`src/rtl/assoc_cache_pkg.sv`:
```
package assoc_cache_pkg;

  typedef enum logic {
    ST_LOOKUP = 1'b0,
    ST_FILL   = 1'b1
  } cache_state_e;

endpackage

```
`src/rtl/assoc_cache_match.sv`:
```
module assoc_cache_match #(
  parameter int ADDR_W  = 12,
  parameter int ENTRIES = 4
) (
  input  logic [ADDR_W-1:0]              lookup_addr,
  input  logic [ENTRIES-1:0][ADDR_W-1:0] tag_vec,
  input  logic [ENTRIES-1:0]             valid_vec,
  output logic                           hit,
  output logic [((ENTRIES > 1) ? $clog2(ENTRIES) : 1)-1:0] hit_idx
);
  localparam int IDX_W = (ENTRIES > 1) ? $clog2(ENTRIES) : 1;

  logic [ENTRIES-1:0] match_vec;

  // one comparator per line, all evaluated in parallel
  for (genvar g = 0; g < ENTRIES; g++) begin : g_cmp
    assign match_vec[g] = valid_vec[g] && (tag_vec[g] == lookup_addr);
  end

  always_comb begin
    hit     = |match_vec;
    hit_idx = '0;
    for (int i = ENTRIES - 1; i >= 0; i--) begin
      if (match_vec[i]) hit_idx = IDX_W'(i);
    end
  end

endmodule

```
`src/rtl/assoc_cache_victim.sv`:
```
module assoc_cache_victim #(
  parameter int ENTRIES = 4
) (
  input  logic                 clk,
  input  logic                 rst,
  input  logic [ENTRIES-1:0]   valid_vec,
  input  logic                 commit,
  output logic [((ENTRIES > 1) ? $clog2(ENTRIES) : 1)-1:0] victim_idx
);
  localparam int IDX_W = (ENTRIES > 1) ? $clog2(ENTRIES) : 1;

  logic             any_free;
  logic [IDX_W-1:0] free_idx;
  logic [IDX_W-1:0] ptr_q;

  // lowest-numbered empty line wins
  always_comb begin
    any_free = ~&valid_vec;
    free_idx = '0;
    for (int i = ENTRIES - 1; i >= 0; i--) begin
      if (!valid_vec[i]) free_idx = IDX_W'(i);
    end
    victim_idx = any_free ? free_idx : ptr_q;
  end

  // the rotating pointer moves only when a valid line is overwritten
  always_ff @(posedge clk) begin
    if (rst) begin
      ptr_q <= '0;
    end else if (commit && !any_free) begin
      ptr_q <= (ptr_q == IDX_W'(ENTRIES - 1)) ? '0 : ptr_q + 1'b1;
    end
  end

endmodule

```
`src/rtl/assoc_cache_store.sv`:
```
module assoc_cache_store #(
  parameter int ADDR_W  = 12,
  parameter int DATA_W  = 16,
  parameter int ENTRIES = 4
) (
  input  logic                           clk,
  input  logic                           rst,
  input  logic                           wr_en,
  input  logic [((ENTRIES > 1) ? $clog2(ENTRIES) : 1)-1:0] wr_idx,
  input  logic [ADDR_W-1:0]              wr_addr,
  input  logic [DATA_W-1:0]              wr_data,
  input  logic [((ENTRIES > 1) ? $clog2(ENTRIES) : 1)-1:0] rd_idx,
  output logic [ENTRIES-1:0][ADDR_W-1:0] tag_vec,
  output logic [ENTRIES-1:0]             valid_vec,
  output logic [DATA_W-1:0]              rd_data
);
  logic [DATA_W-1:0] data_mem [ENTRIES];

  // tags and valid flags live in flops so every line can be compared at once
  always_ff @(posedge clk) begin
    if (rst) begin
      valid_vec <= '0;
    end else if (wr_en) begin
      valid_vec[wr_idx] <= 1'b1;
      tag_vec[wr_idx]   <= wr_addr;
    end
  end

  // data words sit in a plain one-write one-read array
  always_ff @(posedge clk) begin
    if (wr_en) data_mem[wr_idx] <= wr_data;
  end

  assign rd_data = data_mem[rd_idx];

endmodule

```
`src/rtl/assoc_fifo_cache.sv`:
```
module assoc_fifo_cache #(
  parameter int ADDR_W  = 12,
  parameter int DATA_W  = 16,
  parameter int ENTRIES = 4
) (
  input  logic              clk,
  input  logic              rst,
  input  logic              req_valid,
  input  logic [ADDR_W-1:0] req_addr,
  output logic              req_ready,
  output logic              resp_valid,
  output logic              resp_hit,
  output logic [DATA_W-1:0] resp_data,
  output logic              mem_req,
  output logic [ADDR_W-1:0] mem_addr,
  input  logic              mem_ack,
  input  logic [DATA_W-1:0] mem_data
);
  import assoc_cache_pkg::*;

  localparam int IDX_W = (ENTRIES > 1) ? $clog2(ENTRIES) : 1;

  cache_state_e                   state_q;
  logic                           req_ready_q;
  logic                           mem_req_q;
  logic [ADDR_W-1:0]              mem_addr_q;
  logic                           resp_valid_q;
  logic                           resp_hit_q;
  logic [DATA_W-1:0]              resp_data_q;

  logic [ENTRIES-1:0][ADDR_W-1:0] tag_vec;
  logic [ENTRIES-1:0]             valid_vec;
  logic                           lookup_hit;
  logic [IDX_W-1:0]               hit_idx;
  logic [IDX_W-1:0]               victim_idx;
  logic [DATA_W-1:0]              hit_data;
  logic                           accept;
  logic                           fill_done;

  assign accept    = req_valid && req_ready_q && (state_q == ST_LOOKUP);
  assign fill_done = (state_q == ST_FILL) && mem_ack;

  assoc_cache_match #(
    .ADDR_W (ADDR_W),
    .ENTRIES(ENTRIES)
  ) match_i (
    .lookup_addr(req_addr),
    .tag_vec    (tag_vec),
    .valid_vec  (valid_vec),
    .hit        (lookup_hit),
    .hit_idx    (hit_idx)
  );

  assoc_cache_victim #(
    .ENTRIES(ENTRIES)
  ) victim_i (
    .clk       (clk),
    .rst       (rst),
    .valid_vec (valid_vec),
    .commit    (fill_done),
    .victim_idx(victim_idx)
  );

  assoc_cache_store #(
    .ADDR_W (ADDR_W),
    .DATA_W (DATA_W),
    .ENTRIES(ENTRIES)
  ) store_i (
    .clk      (clk),
    .rst      (rst),
    .wr_en    (fill_done),
    .wr_idx   (victim_idx),
    .wr_addr  (mem_addr_q),
    .wr_data  (mem_data),
    .rd_idx   (hit_idx),
    .tag_vec  (tag_vec),
    .valid_vec(valid_vec),
    .rd_data  (hit_data)
  );

  always_ff @(posedge clk) begin
    if (rst) begin
      state_q      <= ST_LOOKUP;
      req_ready_q  <= 1'b1;
      mem_req_q    <= 1'b0;
      mem_addr_q   <= '0;
      resp_valid_q <= 1'b0;
      resp_hit_q   <= 1'b0;
      resp_data_q  <= '0;
    end else begin
      resp_valid_q <= 1'b0;
      resp_hit_q   <= 1'b0;
      case (state_q)
        ST_LOOKUP: begin
          if (accept) begin
            if (lookup_hit) begin
              resp_valid_q <= 1'b1;
              resp_hit_q   <= 1'b1;
              resp_data_q  <= hit_data;
            end else begin
              state_q     <= ST_FILL;
              req_ready_q <= 1'b0;
              mem_req_q   <= 1'b1;
              mem_addr_q  <= req_addr;
            end
          end
        end
        ST_FILL: begin
          if (mem_ack) begin
            state_q      <= ST_LOOKUP;
            req_ready_q  <= 1'b1;
            mem_req_q    <= 1'b0;
            resp_valid_q <= 1'b1;
            resp_data_q  <= mem_data;
          end
        end
        default: state_q <= ST_LOOKUP;
      endcase
    end
  end

  assign req_ready  = req_ready_q;
  assign mem_req    = mem_req_q;
  assign mem_addr   = mem_addr_q;
  assign resp_valid = resp_valid_q;
  assign resp_hit   = resp_hit_q;
  assign resp_data  = resp_data_q;

endmodule

```
`config.mk`:
```
export PLATFORM = sky130hd
export DESIGN_NAME = assoc_fifo_cache
export DESIGN_NICKNAME = d
export VERILOG_FILES = /design/src/rtl/assoc_cache_pkg.sv /design/src/rtl/assoc_cache_match.sv /design/src/rtl/assoc_cache_victim.sv /design/src/rtl/assoc_cache_store.sv /design/src/rtl/assoc_fifo_cache.sv
export SDC_FILE = /design/constraint.sdc
export NUM_CORES = 1
export LEC_CHECK = 0
export BUFFER_PORTS_ARGS = -buffer_cell sky130_fd_sc_hd__buf_2
export CORE_ASPECT_RATIO = 0.7
export CORE_MARGIN = 4
export CORE_UTILIZATION = 58
export DETAILED_ROUTE_END_ITERATION = 8
export PLACE_DENSITY = 0.85
export SYNTH_ARGS = -nofsm -noshare
export SYNTH_HDL_FRONTEND = slang
export SYNTH_SLANG_ARGS = --single-unit
```
`constraint.sdc`:
```
create_clock -name clk -period 3.8 [get_ports clk]
set_clock_uncertainty 0.05 [all_clocks]
set_input_delay 0.95 -clock clk [delete_from_list [all_inputs] [get_ports clk]]
set_output_delay 0.95 -clock clk [all_outputs]
set_load 0.02 [all_outputs]
```
==> flow_summary.ini, run 1 <==
[clocking]
cts_tree = yes
cts.sinks = 151
cts_root_buf = clkbuf_16
cts_setup_buffers = 0
h-tree-depth = 4
clk_latency_ns = 0.42
clockBufferDepth = 2
cts_hold_buf = 0
post_cts_resized = 0
clkTransAtPathRegs_ns = 0.06
numCtsBuffers = 17

[synthesis]
netlist_instances = 476
ys_warn_count = 0
synth_mux_area_share_pct = 3.234
synthXorXnorAreaFrac_pct = 6.791
async_flop_share_pct = 0
ys.flop_type = edfxtp_1
synthSimpleGateAreaFrac_pct = 9.903
synth_compound_area_share_pct = 9.660
synth-adder-area-share_pct = 0.2021
ys_seq_area_share_pct = 66.94
ys_types = 38
avgSynthCellArea_sq_um = 13.01
syn-num-nets = 509
synth_area_sq_mm = 0.006191
synth_edf_count = 112
ys_ff_latch = 151
synth_top_family_by_area = simple AND/OR/NAND/NOR gates

[pwr]
p_int_mw = 2.989
swShare_pct = 21.78
switchingPower_uw = 832.4
powerDensity_mw_per_mm2 = 521.3
power_frac_comb_pct = 6.3
p_leak_nw = 2.540
peakVddDrop_uv = 326.9
p_seq_share_pct = 48.1
totalPowerFinal_mw = 3.822
clkPwrFrac_pct = 45.6

[layout]
diodes = 0
final_cell_mix = edfxtp_1 (112), buf_2 (63), xnor2_1 (48)
layout-drive-gt1-share_pct = 22.76
final_common_cell = edfxtp_1
nets = 578
num-fill-cells = 661
area_delta_synth_final_pct = 18.41

[sta]
finalCritPeriodShare_pct = 83.83
setup_viol = 0
hold_viol_final = 0
max_slew_margin_pct = 43.92
tns_ns = 0
whs_ns = 0.4213
tightest_slew_ns = 0.8343
period_needed_ns = 3.186
maxSlewViolCount = 0
rsz0062_at_grt = no
fmax_mhz = 313.9

[drt]
drc_errors = 0
vias_per_cell = 6.181
drtAntennaViolNets = 0
dr.pass1.iters = 5
vias = 4265
drt_iter0_drc = 533
drt-wirelength-per-cell_microns = 21.64
drt_wl_total_microns = 14940

[die]
rows = 31
dieHeight_microns = 94.44
dieArea_sq_mm = 0.01242
core-area_sq_mm = 0.01040
io_pins = 64
die_x_microns = 131.5
initial_core_util_pct = 59.56

[run]
maxCapViolations = 0

[grt]
antenna_found_initial = 0
overflow = 0
grt_pass1_wl_microns = 23160
grt_max_degree = 31
grt_pass1_vias = 4133
grt_usage_pct = 24.79

[place]
post-dp-hpwl_microns = 9424
gp_congestion = 0.8622
numPortBuffers = 63

[run_status]
status = complete, no violations

[critical_path]
required_ns = 4.10
path_max_fanout = 25
cp.arrival_ns = 3.48
start_kind = input port
cp-end-kind = flop
critPathKind = in -> reg

[min_path]
hold_path_class = reg -> reg
## registers in the layout (all words and copies together) (netlist names)
| name | flops |
|---|---|
| store_i.data_mem | 64 |
| store_i.tag_vec | 48 |
| resp_data | 16 |
| mem_addr | 12 |
| store_i.valid_vec | 4 |
| victim_i.ptr_q | 2 |
| mem_req | 1 |
| req_ready | 1 |
| resp_hit | 1 |
| resp_valid | 1 |
| state_q | 1 |
## power groups by stage
stage	clock network, mW	logic, mW	registers (mW)
after floorplan	0	0.127	1.89
after global placement	0	0.225	1.87
after detailed placement	0	0.235	1.87
after CTS	1.76	0.239	1.84
after global routing	1.82	0.258	1.84
final	1.74	0.240	1.84
## final cells by class
type / instances / area [sq um] / area share (%)
sequential: 151 / 4144 / 56.53
multi-input combinational: 287 / 1902 / 25.94
timing repair buffer: 86 / 500.5 / 6.827
clock buffer: 20 / 436.7 / 5.957
clock inverter: 12 / 175.2 / 2.389
tap: 132 / 165.2 / 2.253
inverter: 2 / 7.507 / 0.1024
## Yosys cell counts, drive strengths merged (3+ instances only)
cell type,number,area share (%)
xnor2,48,6.8
or4,3,0.36
a21oi,16,1.3
buf,20,2.2
nor3,5,0.40
a311oi,6,0.85
a31oi,16,1.6
o31a,9,1.3
mux2i,20,3.2
o21ai,30,2.4
edfxtp,112,54
nand4,8,0.81
nand2,47,2.8
clkbuf,16,0.97
nor4,9,1.1
or3,9,0.91
a21o,5,0.61
nand3,25,2.0
dfxtp,39,13
nor2,13,0.79
a21boi,6,0.73
## metrics by stage
step                instances  utilization (%)  worst slack [ns]  instance area [sq um]
floorplan                 476                -            0.5632                   6191
global placement          658            64.64            0.4400                   6719
detailed placement        658            64.64            0.2743                   6719
CTS                       690            70.52            0.6557                   7331
global route              690            70.52            0.5404                   7331
finish                    690            70.52            0.6143                   7331
## logic make-up after synthesis
logic type               count (synthesis)
AND/OR/NAND/NOR                        125
XOR/XNOR                                48
AO/OA/AOI/OAI                           93
multiplexers                            20
flip-flops                             151
adder cells (fa/ha/maj)                  1
buffers and inverters                   38
## layer usage
| metal | track usage, % | vias up | routed length, microns |
|---|---|---|---|
| met1 | 35.20 | 2056 | 6243 |
| li1 | - | 1909 | - |
| met3 | 5.005 | 39 | 1501 |
| met2 | 37.74 | 261 | 6826 |
| met5 | 0 | - | 0 |
| met4 | 10.66 | 0 | 363 |
## worst paths after layout
path | start | to | slack [ns] | depth (start not counted)
max reg2reg | store_i.tag_vec[29]$_DFFE_PP_ | resp_data[3]$_SDFFE_PP0P_ | 0.91 | 8
min reg2reg | mem_req$_SDFFE_PP0P_ | mem_req$_SDFFE_PP0P_ | 0.42 | 2
min | mem_req$_SDFFE_PP0P_ | mem_req$_SDFFE_PP0P_ | 0.42 | 2
max | req_addr[2] | resp_data[3]$_SDFFE_PP0P_ | 0.61 | 9
## critical path, stage by stage
cell	delay (ns)
buf_2	0.14
xnor2_1	0.20
nand4_1	0.24
or4_1	0.75
a211oi_4	0.34
buf_12	0.24
mux2i_1	0.11
or3_1	0.32
a31oi_1	0.18
(Power assumes the default switching activity.)
==> inputs of run 2 (changes only) <==
==> constraint.sdc (replaced) <==
create_clock -name clk -period 3.1 [get_ports clk]
set_clock_uncertainty 0.05 [all_clocks]
set_input_delay 0.775 -clock clk [delete_from_list [all_inputs] [get_ports clk]]
set_output_delay 0.775 -clock clk [all_outputs]
set_load 0.02 [all_outputs]
==> run 2 against run 1 <==
  * Critical path depth rose by 3
  * Combinational power is 32% higher
  * Core utilization grew 1.9 points
  * Hold slack got worse by 0.012 ns
  * First-iteration DRC count grew 19%
  * Register-to-register slack got worse by 0.60 ns
  * Via count grew 5.3%
==> flow_summary.ini, run 2 (synthesized netlist as in run 1, its figures left out) <==
[drt]
dr_wl_met3_microns = 1844
highest_layer = met4
dr.pass1.iters = 5
wl_met2_microns = 7378
drtAntennaViolNets = 0
drt-wirelength-per-cell_microns = 22.46
drt_iter0_drc = 635
met1_length_microns = 6272
drt_wl_total_microns = 15880
vias_per_cell = 6.351
vias = 4490
drc_errors = 0

[clocking]
numCtsBuffers = 17
clkTransAtPathRegs_ns = 0.06
cts_tree = yes
clockBufferDepth = 2
post_cts_resized = 0
clk_latency_ns = 0.42
cts_setup_buffers = 0
cts.sinks = 151
cts_root_buf = clkbuf_16
h-tree-depth = 4
cts_hold_buf = 0

[sta]
fin_ws_ns = 0.1581
finalCritPeriodShare_pct = 94.90
fmax_mhz = 339.9
tightest_slew_ns = 0.6866
max_slew_margin_pct = 54.06
maxSlewViolCount = 0
period_needed_ns = 2.942
setup_viol = 0
tns_ns = 0
rsz0062_at_grt = no
hold_viol_final = 0

[grt]
overflow = 0
antenna_found_initial = 0
grt_pass1_wl_microns = 24270
grt_pass1_vias = 4433
grt_max_degree = 40
grt_usage_pct = 26.03

[die]
dieArea_sq_mm = 0.01242
io_pins = 64
dieHeight_microns = 94.44
rows = 31
die_x_microns = 131.5
core-area_sq_mm = 0.01040
initial_core_util_pct = 59.56

[layout]
layout-drive-gt1-share_pct = 25.57
stdcell_count = 707
area_delta_synth_final_pct = 21.67
final_cell_mix = edfxtp_1 (112), buf_2 (63), xnor2_1 (48)
nets = 595
multi_input_area_sq_mm = 0.001902
largest_reg_flops = 64
num-fill-cells = 627
final_common_cell = edfxtp_1
seq_area_sq_mm = 0.004144
top_register = store_i.data_mem
diodes = 0

[run_status]
status = complete, no violations

[run]
maxCapViolations = 0

[place]
gp_congestion = 0.8639
dp.cells = 675
numPortBuffers = 63
place_ws_ns = -0.1131
post-dp-hpwl_microns = 9983

[critical_path]
start_kind = input port
cp.arrival_ns = 3.23
critPathKind = in -> reg
required_ns = 3.39
cp-end-kind = flop
rrSetupSlack_ns = 0.31
path_max_fanout = 19

[pwr]
peakVddDrop_uv = 473.8
p_leak_nw = 2.665
totalPowerFinal_mw = 4.919
powerDensity_mw_per_mm2 = 653.0

[min_path]
hold_path_class = reg -> reg
==> run 2: cell count changes in the layout (fill, tap and decap cells not counted), sizes merged <==
cell,previous run,this run
buf,86,103
clkinvlp,4,1
bufinv,4,6
clkbuf,20,18
inv,4,5
clkinv,2,4
==> run 2: final cells by class <==
| class | count | area share [%] |
|---|---|---|
| clock buffer | 18 | 5.698 |
| clock inverter | 14 | 3.239 |
| inverter | 2 | 0.09967 |
| multi-input combinational | 287 | 25.25 |
| sequential | 151 | 55.02 |
| tap | 132 | 2.193 |
| timing repair buffer | 103 | 8.505 |
==> run 2: worst max-delay path, cell delays in order <==
cell	delay [ns]
buf_2	0.13
buf_4	0.16
xnor2_1	0.28
nand3_1	0.21
nor4_2	0.37
buf_4	0.24
a211oi_4	0.06
buf_12	0.17
buf_4	0.17
a31oi_1	0.24
o21ai_1	0.15
a311oi_1	0.25
==> run 2: worst paths after layout <==
check,to,start,depth (start not counted)
min,mem_req$_SDFFE_PP0P_,mem_req$_SDFFE_PP0P_,2
max reg2reg,resp_data[8]$_SDFFE_PP0P_,store_i.tag_vec[46]$_DFFE_PP_,10
min reg2reg,mem_req$_SDFFE_PP0P_,mem_req$_SDFFE_PP0P_,2
max,resp_data[13]$_SDFFE_PP0P_,req_addr[1],12
==> run 2: routing by layer <==
metal,GRT usage [%],up-vias
met5,0,-
met4,9.615,0
met3,8.626,50
met2,40.95,313
met1,34.27,2181
li1,-,1946
==> run 2: power breakdown <==
part           internal [mW]  leakage (nW)  switching [mW]
combinational          0.115          1.02           0.201
clock                   1.52         0.323           0.832
sequential              2.22          1.33          0.0361
==> run 2: per-stage QoR <==
step	utilization [%]	area, sq um	hold WS, ns
finish	72.46	7532	0.4093
detailed placement	65.98	6859	0.3990
floorplan	-	6191	0.4148
CTS	72.46	7532	0.4071
global placement	65.98	6859	0.3955
global route	72.46	7532	0.4734
==> inputs of run 3 (changes only) <==
--- a/config.mk
+++ b/config.mk
@@ -5,12 +5,13 @@
 export SDC_FILE = /design/constraint.sdc
 export NUM_CORES = 1
 export LEC_CHECK = 0
+export ABC_AREA = 1
 export BUFFER_PORTS_ARGS = -buffer_cell sky130_fd_sc_hd__buf_2
 export CORE_ASPECT_RATIO = 0.7
 export CORE_MARGIN = 4
-export CORE_UTILIZATION = 58
+export CORE_UTILIZATION = 35
 export DETAILED_ROUTE_END_ITERATION = 8
-export PLACE_DENSITY = 0.85
+export PLACE_DENSITY = 0.58
 export SYNTH_ARGS = -nofsm -noshare
 export SYNTH_HDL_FRONTEND = slang
 export SYNTH_SLANG_ARGS = --single-unit
==> run 3 against run 2 <==
  * Clock power fell by 7%
  * Highest routed layer unchanged
  * Total power fell by 2.3%
  * Flip-flop and latch count did not move
  * Die area rose by 84%
  * Fmax rose by 28%
  * Clock-buffer cell count did not move
  * Via count rose by 18%
  * Global-route usage fell by 9.6 points
  * Synthesized cell count rose by 57%
==> flow_summary.ini, run 3 <==
[drt]
vias = 5280
vias_per_cell = 4.761
drtAntennaViolNets = 0
drt-wirelength-per-cell_microns = 16.25
dr.pass1.iters = 5
drc_errors = 0
drt_wl_total_microns = 18020
drt_iter0_drc = 515

[sta]
fin_ws_ns = 0.7958
setup_viol = 0
max_slew_margin_pct = 71.23
tns_ns = 0
tightest_slew_ns = 0.4306
maxSlewViolCount = 0
hold_viol_final = 0
period_needed_ns = 2.304
whs_ns = 0.3982
finalCritPeriodShare_pct = 74.33
fmax_mhz = 434.0
rsz0062_at_grt = no

[critical_path]
critical-path-top-delay-family = simple AND/OR/NAND/NOR gates
cp-end-kind = flop
cp.depth = 11
crit_chain = buf_2 -> xnor2_1 -> nand2_1 -> nor3_1 -> nand2_2 -> nand3_4 -> inv_6 -> nand3_2 -> nand3_1 -> nand2_1 -> nand2_1
path_max_fanout = 11
worst-path-buf-inv = 2
start_kind = input port
required_ns = 3.37
critPathKind = in -> reg
ff2ff_path_depth = 10
critPathMaxStageDelay_ns = 0.38
cp_common_cell = nand2_1
cp.arrival_ns = 2.58
slowest_stage = xnor2_1

[pwr]
totalPowerFinal_mw = 4.806
peakVddDrop_uv = 362.2
powerDensity_mw_per_mm2 = 572.9
p_leak_nw = 3.607

[layout]
num-fill-cells = 1925
final_common_cell = nand2_1
nets = 859
largest_reg_flops = 64
final_cell_mix = nand2_1 (186), edfxtp_1 (112), inv_1 (75), nand3_1 (75), nor2_1 (73)
top_register = store_i.data_mem
layout-drive-gt1-share_pct = 22.77
diodes = 0
stdcell_count = 1109
fin_area_sq_mm = 0.008388
area_delta_synth_final_pct = 17.18
fin_util_pct = 42.02

[clocking]
post_cts_resized = 0
h-tree-depth = 4
clkTransAtPathRegs_ns = 0.07
cts_root_buf = clkbuf_16
clockBufferDepth = 2
cts_setup_buffers = 0
cts_hold_buf = 0
numCtsBuffers = 17
clk_latency_ns = 0.42
cts.sinks = 151
cts_tree = yes

[min_path]
whs_path_depth = 2
hold_path_class = reg -> reg

[place]
place_area_sq_mm = 0.007769
post-dp-hpwl_microns = 12660
place_ws_ns = 0.3856
gp_congestion = 0.8737
dp.cells = 1077
numPortBuffers = 63

[synthesis]
ys_seq_area_share_pct = 57.89
synth_area_sq_mm = 0.007158
async_flop_share_pct = 0
synthTopCellsByArea = edfxtp_1 (47%), dfxtp_1 (11%), nand2_1 (9.8%)
synth_mux_area_share_pct = 0
synth_edf_count = 112
yosysTopAreaCell = edfxtp_1
synth_common_cells = nand2_1 (186), edfxtp_1 (112), inv_1 (75), nand3_1 (75), nor2_1 (73)
ys_ff_latch = 151
synth-adder-area-share_pct = 0.1748
synthXorXnorAreaFrac_pct = 1.468
avgSynthCellArea_sq_um = 9.570
yosysMostFrequentCell = nand2_1
syn-num-nets = 781
ys_types = 43
ys_warn_count = 0
synth_top_family_by_area = simple AND/OR/NAND/NOR gates
synth_compound_area_share_pct = 5.716
synth.top_cell.area_share_pct = 46.98
synthSimpleGateAreaFrac_pct = 27.90
ys.flop_type = edfxtp_1
netlist_instances = 748

[die]
core-area_sq_mm = 0.01996
die_x_microns = 178.9
io_pins = 64
rows = 43
dieArea_sq_mm = 0.02284
dieHeight_microns = 127.7
initial_core_util_pct = 35.86

[grt]
overflow = 0
antenna_found_initial = 0
grt_pass1_vias = 4982
grt_pass1_wl_microns = 28160
grt_usage_pct = 16.43
grt_max_degree = 27

[run]
maxCapViolations = 0

[run_status]
status = complete, no violations
run 3: path summary, 6_finish.rpt:
check	slack (ns)	from	to
worst max-delay path	0.80	req_addr[2]	resp_data[8]$_SDFFE_PP0P_
worst min-delay path	0.40	resp_data[11]$_SDFFE_PP0P_	resp_data[11]$_SDFFE_PP0P_
worst max register to register	0.91	store_i.tag_vec[2]$_DFFE_PP_	resp_data[8]$_SDFFE_PP0P_
worst min register to register	0.40	resp_data[11]$_SDFFE_PP0P_	resp_data[11]$_SDFFE_PP0P_
run 3: power breakdown:
part | switching, mW | leakage, nW | internal (mW)
combinational | 0.241 | 1.98 | 0.106
sequential | 0.0460 | 1.34 | 2.23
clock | 0.893 | 0.294 | 1.29
run 3: area by class of cell:
class	instances	area [sq um]	area share (%)
Clock buffer	18	429.2	5.116
Clock inverter	14	190.2	2.267
Inverter	92	357.8	4.266
Multi-Input combinational cell	489	2524	30.09
Sequential cell	151	4144	49.40
Tap cell	270	337.8	4.027
Timing Repair Buffer	75	405.4	4.833
run 3: cells by family (layout without fill, tap and decap cells):
group | Yosys count | after routing
XOR/XNOR | 12 | 12
flip-flops | 151 | 151
AND/OR/NAND/NOR | 413 | 413
AO/OA/AOI/OAI | 63 | 63
buffers and inverters | 108 | 199
adder cells (fa/ha/maj) | 1 | 1
run 3: worst reg2reg max path: stages, from the launching register on:
cell and delay [ns]:
edfxtp_1 0.38, xnor2_1 0.37, nand2_1 0.10, nor3_1 0.25, nand2_2 0.27, nand3_4 0.28, inv_6 0.10, nand3_2 0.08
nand3_1 0.10, nand2_1 0.08, nand2_1 0.04
run 3: layer usage:
layer	vias up	wire [microns]	global-route usage (%)
met4	0	178	4.330
met3	16	1688	5.307
met5	-	0	0
met1	2430	8796	24.97
li1	2641	-	-
met2	193	7353	22.39
